File: src/rtl/rfs_pkg.sv
package rfs_pkg;

    localparam int unsigned RFS_ACK_DELAY_DEF   = 2;
    localparam int unsigned RFS_STRIP_DELAY_DEF = 3;

    // one byte-time event as seen on the receive side
    typedef struct packed {
        logic stb;
        logic sd;
        logic ed;
    } rfs_sym_t;

    typedef enum logic {
        STRIP_OFF = 1'b0,
        STRIP_ON  = 1'b1
    } rfs_strip_e;

    function automatic logic rfs_is_sd(input rfs_sym_t s);
        return s.stb && s.sd;
    endfunction

    function automatic logic rfs_is_ed(input rfs_sym_t s);
        return s.stb && s.ed && !s.sd;
    endfunction

endpackage

File: src/rtl/rfs_ack_sampler.sv
module rfs_ack_sampler
    import rfs_pkg::*;
#(
    parameter int unsigned ACK_DELAY = RFS_ACK_DELAY_DEF
) (
    input  logic     clk,
    input  logic     rst,
    input  rfs_sym_t sym,
    input  logic     ack_in,
    output logic     ind_set
);

    localparam int unsigned CW = $clog2(ACK_DELAY + 1);

    logic [CW-1:0] cnt_q;
    logic          ind_q;

    always_ff @(posedge clk) begin
        if (rst) begin
            cnt_q <= '0;
            ind_q <= 1'b0;
        end else if (sym.stb) begin
            if (rfs_is_sd(sym)) begin
                cnt_q <= '0;
                ind_q <= 1'b0;
            end else if (rfs_is_ed(sym)) begin
                cnt_q <= CW'(ACK_DELAY);
            end else if (cnt_q != '0) begin
                cnt_q <= cnt_q - 1'b1;
                if (cnt_q == CW'(1)) begin
                    ind_q <= ack_in;
                end
            end
        end
    end

    assign ind_set = ind_q;

    // the override can only rise on a strobe that saw acknowledge high
    assert_ind_rise_R2: assert property (@(posedge clk) disable iff (rst)
        $rose(ind_set) |-> $past(ack_in && sym.stb));

    // a start-delimiter strobe always leaves the override low
    assert_ind_clear_R5: assert property (@(posedge clk) disable iff (rst)
        (sym.stb && sym.sd) |=> !ind_set);

    // the override only falls on a start delimiter or the sample strobe
    assert_ind_fall_R5: assert property (@(posedge clk) disable iff (rst)
        $fell(ind_set) |-> $past(sym.stb && (sym.sd || cnt_q == CW'(1))));

    assert_ind_stable_R10: assert property (@(posedge clk) disable iff (rst)
        !sym.stb |=> $stable(ind_set));

endmodule

File: src/rtl/rfs_strip_ctrl.sv
module rfs_strip_ctrl
    import rfs_pkg::*;
#(
    parameter int unsigned STRIP_DELAY = RFS_STRIP_DELAY_DEF
) (
    input  logic     clk,
    input  logic     rst,
    input  rfs_sym_t sym,
    input  logic     strip_req,
    output logic     strip_active
);

    localparam int unsigned LAST = STRIP_DELAY - 1;

    logic [LAST:0] pipe_q;
    logic [LAST:0] pipe_d;
    rfs_strip_e    state_q;

    generate
        if (STRIP_DELAY == 1) begin : g_single
            assign pipe_d = strip_req;
        end else begin : g_chain
            assign pipe_d = {pipe_q[LAST-1:0], strip_req};
        end
    endgenerate

    always_ff @(posedge clk) begin
        if (rst) begin
            pipe_q  <= '0;
            state_q <= STRIP_OFF;
        end else if (sym.stb) begin
            pipe_q <= pipe_d;
            if (pipe_q[LAST]) begin
                state_q <= STRIP_ON;
            end else if (rfs_is_sd(sym)) begin
                state_q <= STRIP_OFF;
            end
        end
    end

    assign strip_active = (state_q == STRIP_ON);

    assert_strip_rise_R7: assert property (@(posedge clk) disable iff (rst)
        $rose(strip_active) |-> $past(sym.stb && pipe_q[LAST]));

    // stripping persists through the end delimiter up to a start delimiter
    assert_strip_hold_R8: assert property (@(posedge clk) disable iff (rst)
        (strip_active && !(sym.stb && sym.sd)) |=> strip_active);

    assert_strip_stable_R10: assert property (@(posedge clk) disable iff (rst)
        !sym.stb |=> $stable(strip_active));

    // with no request in flight, the flag cannot rise
    assert_strip_noreq_R9: assert property (@(posedge clk) disable iff (rst)
        (pipe_q == '0 && !strip_active) |=> !strip_active);

endmodule

File: src/rtl/rfs_ring_strip_ctrl.sv
module rfs_ring_strip_ctrl
    import rfs_pkg::*;
#(
    parameter int unsigned ACK_DELAY   = RFS_ACK_DELAY_DEF,
    parameter int unsigned STRIP_DELAY = RFS_STRIP_DELAY_DEF
) (
    input  logic clk,
    input  logic rst,
    input  logic byte_stb,
    input  logic sd_flag,
    input  logic ed_flag,
    input  logic ack_in,
    input  logic strip_req,
    output logic ind_set,
    output logic strip_active
);

    rfs_sym_t sym;

    assign sym = '{stb: byte_stb, sd: sd_flag, ed: ed_flag};

    rfs_ack_sampler #(
        .ACK_DELAY (ACK_DELAY)
    ) u_ack (
        .clk     (clk),
        .rst     (rst),
        .sym     (sym),
        .ack_in  (ack_in),
        .ind_set (ind_set)
    );

    rfs_strip_ctrl #(
        .STRIP_DELAY (STRIP_DELAY)
    ) u_strip (
        .clk          (clk),
        .rst          (rst),
        .sym          (sym),
        .strip_req    (strip_req),
        .strip_active (strip_active)
    );

    initial begin
        assert_cfg_R2: assert (ACK_DELAY >= 1);
        assert_cfg_R7: assert (STRIP_DELAY >= 1);
    end

endmodule

File: config.mk
export PLATFORM = sky130hd
export DESIGN_NAME = rfs_ring_strip_ctrl
export DESIGN_NICKNAME = d
export VERILOG_FILES = /design/src/rtl/rfs_pkg.sv /design/src/rtl/rfs_ack_sampler.sv /design/src/rtl/rfs_strip_ctrl.sv /design/src/rtl/rfs_ring_strip_ctrl.sv
export SDC_FILE = /design/constraint.sdc
export NUM_CORES = 1
export LEC_CHECK = 0
export CAP_MARGIN = 30
export CORE_UTILIZATION = 25
export DETAILED_ROUTE_END_ITERATION = 16
export PLACE_DENSITY = 0.56
export SLEW_MARGIN = 15
export SYNTH_ARGS = -nofsm -noshare
export SYNTH_HDL_FRONTEND = slang
export SYNTH_SLANG_ARGS = --single-unit
File: constraint.sdc
create_clock -name clk -period 1.4 [get_ports clk]
set_clock_uncertainty 0.05 [all_clocks]
set_input_delay 0.28 -clock clk [delete_from_list [all_inputs] [get_ports clk]]
set_output_delay 0.28 -clock clk [all_outputs]
set_load 0.05 [all_outputs]
---- Yosys cells after proc, flatten, opt, wreduce, memory -nomap -nowiden ----
Cells that the tools add are included.
word-level totals
  output and inout bits ................... 2
  register bits after elaboration ......... 7
  input bits .............................. 7
operators by class
  reductions and logical operators ........ 12
  add/subtract/negate cells ............... 1
  equal/unequal tests ..................... 2
  multiplexer cells ....................... 9
operator list
  operator                                                             number
  2-bit nonzero test                                                   4
  1-bit two-way mux                                                    6
  2-bit two-way mux                                                    3
  2-bit AND reduction                                                  2
  4-bit AND reduction                                                  1
  1-bit logical AND                                                    3
  3-bit nonzero test                                                   1
  2-bit by 1-bit == test with 1-bit output (second input constant)     1
  2-bit by 1-bit != test with 1-bit output (second input constant)     1
  2-bit by 1-bit subtractor with 2-bit output (second input constant)  1
  1-bit zero test                                                      1

---- Depth between registers and ports, before layout ----
  depth after elaboration ................. 5
  mapped depth ............................ 5

---- Hierarchy ----
From an unflattened synthesis, not the netlist that was laid out.
second synthesis, totals
  cell total of the unflattened synthesis .. 33
  area total of the unflattened synthesis .. 332.8 um^2
by module, submodules not included
  module           cells an instance  area each (um^2)  times used  sequential area each (um^2)
  rfs_ack_sampler  19                 177.7             1           60.1
  rfs_strip_ctrl   14                 155.1             1           80.1

---- Least setup slack after synthesis ----
No wires, ideal clock.
  kind .................................... register to register
  from .................................... register u_ack.cnt_q[0]
  to ...................................... register u_ack.ind_q (netlist: u_ack.ind_set)
  library setup time ...................... 0.095 ns
  data arrival time ....................... 1.059 ns
  data required time ...................... 1.255 ns
  stages on the path, launching flop included .. 6
  slack ................................... 0.195 ns
  clock period less this slack ............ 1.205 ns
  path through ............................ dfxtp_1 -> inv_2 -> ha_1 -> nor2_2 -> nand4_1 -> a221oi_1
between the ends
  longest elaborated chain between the ends .. 3
  elaborated cells between the ends (all ways) .. 5
RTL lines
  element                                                                         line                                          source
  from (decl)                                                                     rfs_ack_sampler.sv:15                         logic [CW-1:0] cnt_q;
  from (signal assigned)                                                          rfs_ack_sampler.sv:27                         cnt_q <= CW'(ACK_DELAY);
  from (signal assigned)                                                          rfs_ack_sampler.sv:29                         cnt_q <= cnt_q - 1'b1;
  2-bit by 1-bit == test with 1-bit output or 2-bit nonzero test (tied branches)  rfs_ack_sampler.sv:30, rfs_ack_sampler.sv:28
  2-bit nonzero test (no line)                                                    n/a
  4-bit AND reduction (no line) *                                                 n/a
  to (signal assigned)                                                            rfs_ack_sampler.sv:31                         ind_q <= ack_in;
  to (decl)                                                                       rfs_ack_sampler.sv:16                         logic ind_q;
Every way passes the cells marked *; elsewhere a longest branch is shown, timed or not.
A chain may end at the register's enable or synchronous reset.

---- Final worst setup path ----
Same ends and word-level chain as after synthesis.

==> results.py <==
metrics = {
    "floorplanning": {
        "initial_core_util": 0.284,
        "rows": 12,
        "chipHeight_um": 38.2,
        "core_area_um2": 1160,
        "die_area_um2": 1460,
        "io_pins": 9,
        "die_w_um": 38.2,
    },
    "outcome": {
        "status": "complete, no violations",
    },
    "synth": {
        "ys_seq_elements": 7,
        "syn_inst": 35,
        "yosysUniqueCellTypes": 19,
        "async_flop_share": 0,
        "ys_seq_area_frac": 0.427,
        "yosys_warnings": 0,
        "synth.top_cells.by_count": "dfxtp_1, nor2_1, mux2i_1",
        "syn-num-nets": 44,
        "synth.avg_cell_area_um2": 9.37,
        "yosys.area.top_type": "dfxtp_1",
        "synth_flop_cell": "dfxtp_1",
        "syn_area_um2": 328,
        "synth_top_area_frac": 0.427,
        "synth_edf_count": 0,
        "synth.most_common_cell": "dfxtp_1",
        "yosys-top-cells-area": "dfxtp_1, mux2i_1, ha_1, nor2_1, nand2b_1",
    },
    "clock_tree": {
        "clk_path_buf_depth": 2,
        "htreeDepth": 1,
        "clkSlewWorstSetupHoldPaths_ns": 0.05,
        "clk_latency_ns": 0.25,
        "cts_tree": "built",
        "numCtsBuffers": 3,
        "cts.sinks": 7,
        "cts_setup_buffers": 0,
        "cts_root_buf": "clkbuf_4",
    },
    "run": {
        "maxCapViolCount": 0,
    },
    "placement": {
        "dp_hpwl_um": 470,
        "place_ws_ns": -0.0197,
        "gp_congestion": 0.754,
        "numPortBuffers": 8,
    },
    "pwr": {
        "leakage_uw": 0.000188,
        "powerDensity_nw_per_um2": 928,
        "power.total_uw": 443,
        "ir_drop_uv": 512,
    },
    "layout": {
        "final_nets": 58,
        "areaGrowthSynthToFinish_pct": 45.4,
        "n_antenna_cell": 0,
        "fillers": 110,
        "fin_util": 0.412,
        "layout-drive-gt1-share": 0.208,
    },
    "setup_path": {
        "crit_required_ns": 1.50,
        "worst_setup_path_start_kind": "register",
        "arrival_ns": 1.37,
        "end_kind": "register",
        "cp_max_fo": 4,
        "critPathKind": "register to register",
    },
    "global_routing": {
        "grt_overflow": 0,
        "grt_pass1_vias": 246,
        "met2_usage": 0.131,
        "grt_max_degree": 8,
        "met1_usage": 0.133,
        "grt_usage": 0.105,
        "grtUsageMet3": 0.0872,
        "grt.busiest_layer": "met1",
        "antenna_found_initial": 0,
        "grt_pass1_wl_um": 993,
    },
    "drt": {
        "wirelength_um": 608,
        "wl_per_cell_um": 9.81,
        "detail_route.vias_per_cell": 4.79,
        "drt-initial-drc-count": 8,
        "ant_nets": 0,
        "vias": 297,
        "firstDrtPassIters": 4,
        "drc": 0,
    },
    "timing": {
        "worst_pin_slew_ns": 0.259,
        "min_period_over_period": 0.908,
        "hold_viol_final": 0,
        "fmax_mhz": 787,
        "setup_ws_ns": 0.129,
        "final_max_slew_viol_count": 0,
        "setup_viol": 0,
        "rsz0062_at_grt": "false",
        "max_slew_margin": 0.827,
        "fin_crit_ns": 1.27,
        "hold_slack_ns": 0.443,
    },
    "hold_path": {
        "hp-class": "register to register",
    },
}
==> worst max-delay path: stages, from the launching register on <==
cell      delay, ns
dfxtp_2        0.36
inv_2          0.05
ha_1           0.22
nor2_2         0.16
nand4_1        0.11
a221oi_1       0.24
==> layout make-up <==
class | instances | area (um^2) | share of cell area
clock buffer | 4 | 26.3 | 0.0551
inverter | 2 | 7.51 | 0.0157
multi-input combinational | 25 | 169 | 0.354
sequential | 7 | 141 | 0.297
tap | 14 | 17.5 | 0.0367
timing repair buffer | 10 | 115 | 0.241
==> registers in the layout, summed over array words and instances (netlist names) <==
register,count
u_strip.strip_active,1
u_ack.ind_set,1
u_ack.cnt_q,2
u_strip.pipe_q,3
==> final timing paths <==
kind,start,to,slack (ns),cells past startpoint
min,u_strip.pipe_q[0],u_strip.pipe_q[0],0.44,2
min reg2reg,u_strip.pipe_q[0],u_strip.pipe_q[0],0.44,2
max reg2reg,u_ack.cnt_q[0],u_ack.ind_set,0.13,5
max,u_ack.cnt_q[0],u_ack.ind_set,0.13,5
==> where the power goes <==
group | internal (uW) | switching (uW)
clock | 108 | 67.9
combinational | 31.8 | 25.6
sequential | 206 | 3.30
total | 346 | 96.7
==> repair_timing <==
item                       CTS  global route
resized for setup            0             1
setup endpoints to repair    0             1
hold buffers                 0             0
==> through the flow <==
stage / setup TNS [ns] / cells / cell area (um^2)
after global placement: -0.00153 / 58 / 449
after detailed placement: -0.0590 / 58 / 449
final: 0 / 62 / 477
after floorplan: 0 / 35 / 328
after CTS: 0 / 62 / 475
after global routing: 0 / 62 / 477
==> logic make-up after synthesis <==
kind of cell               share of synthesized area
and+or+nand+nor                                0.172
buffers and inverters                         0.0572
muxes                                         0.0916
adders and majority gates                     0.0763
DFF                                            0.427
AOI/OAI and AO/OA                              0.176
==> layout by cell type (no fill, tap or decap), types with 2 or more instances in the layout <==
cell             count
clkdlybuf4s50_1      6
dfxtp_1              6
nor2_1               5
mux2i_1              3
clkbuf_4             3
nand2_1              2
nand2b_1             2
a21oi_1              2
ha_1                 2
buf_12               2
buf_4                2
==> layer usage <==
metal / vias up / wire length (um)
li1: 150 / -
met1: 138 / 279
met2: 9 / 272
met3: 0 / 57
met4: 0 / 0
met5: - / 0
Note: power is estimated with default switching activity, not from simulation.
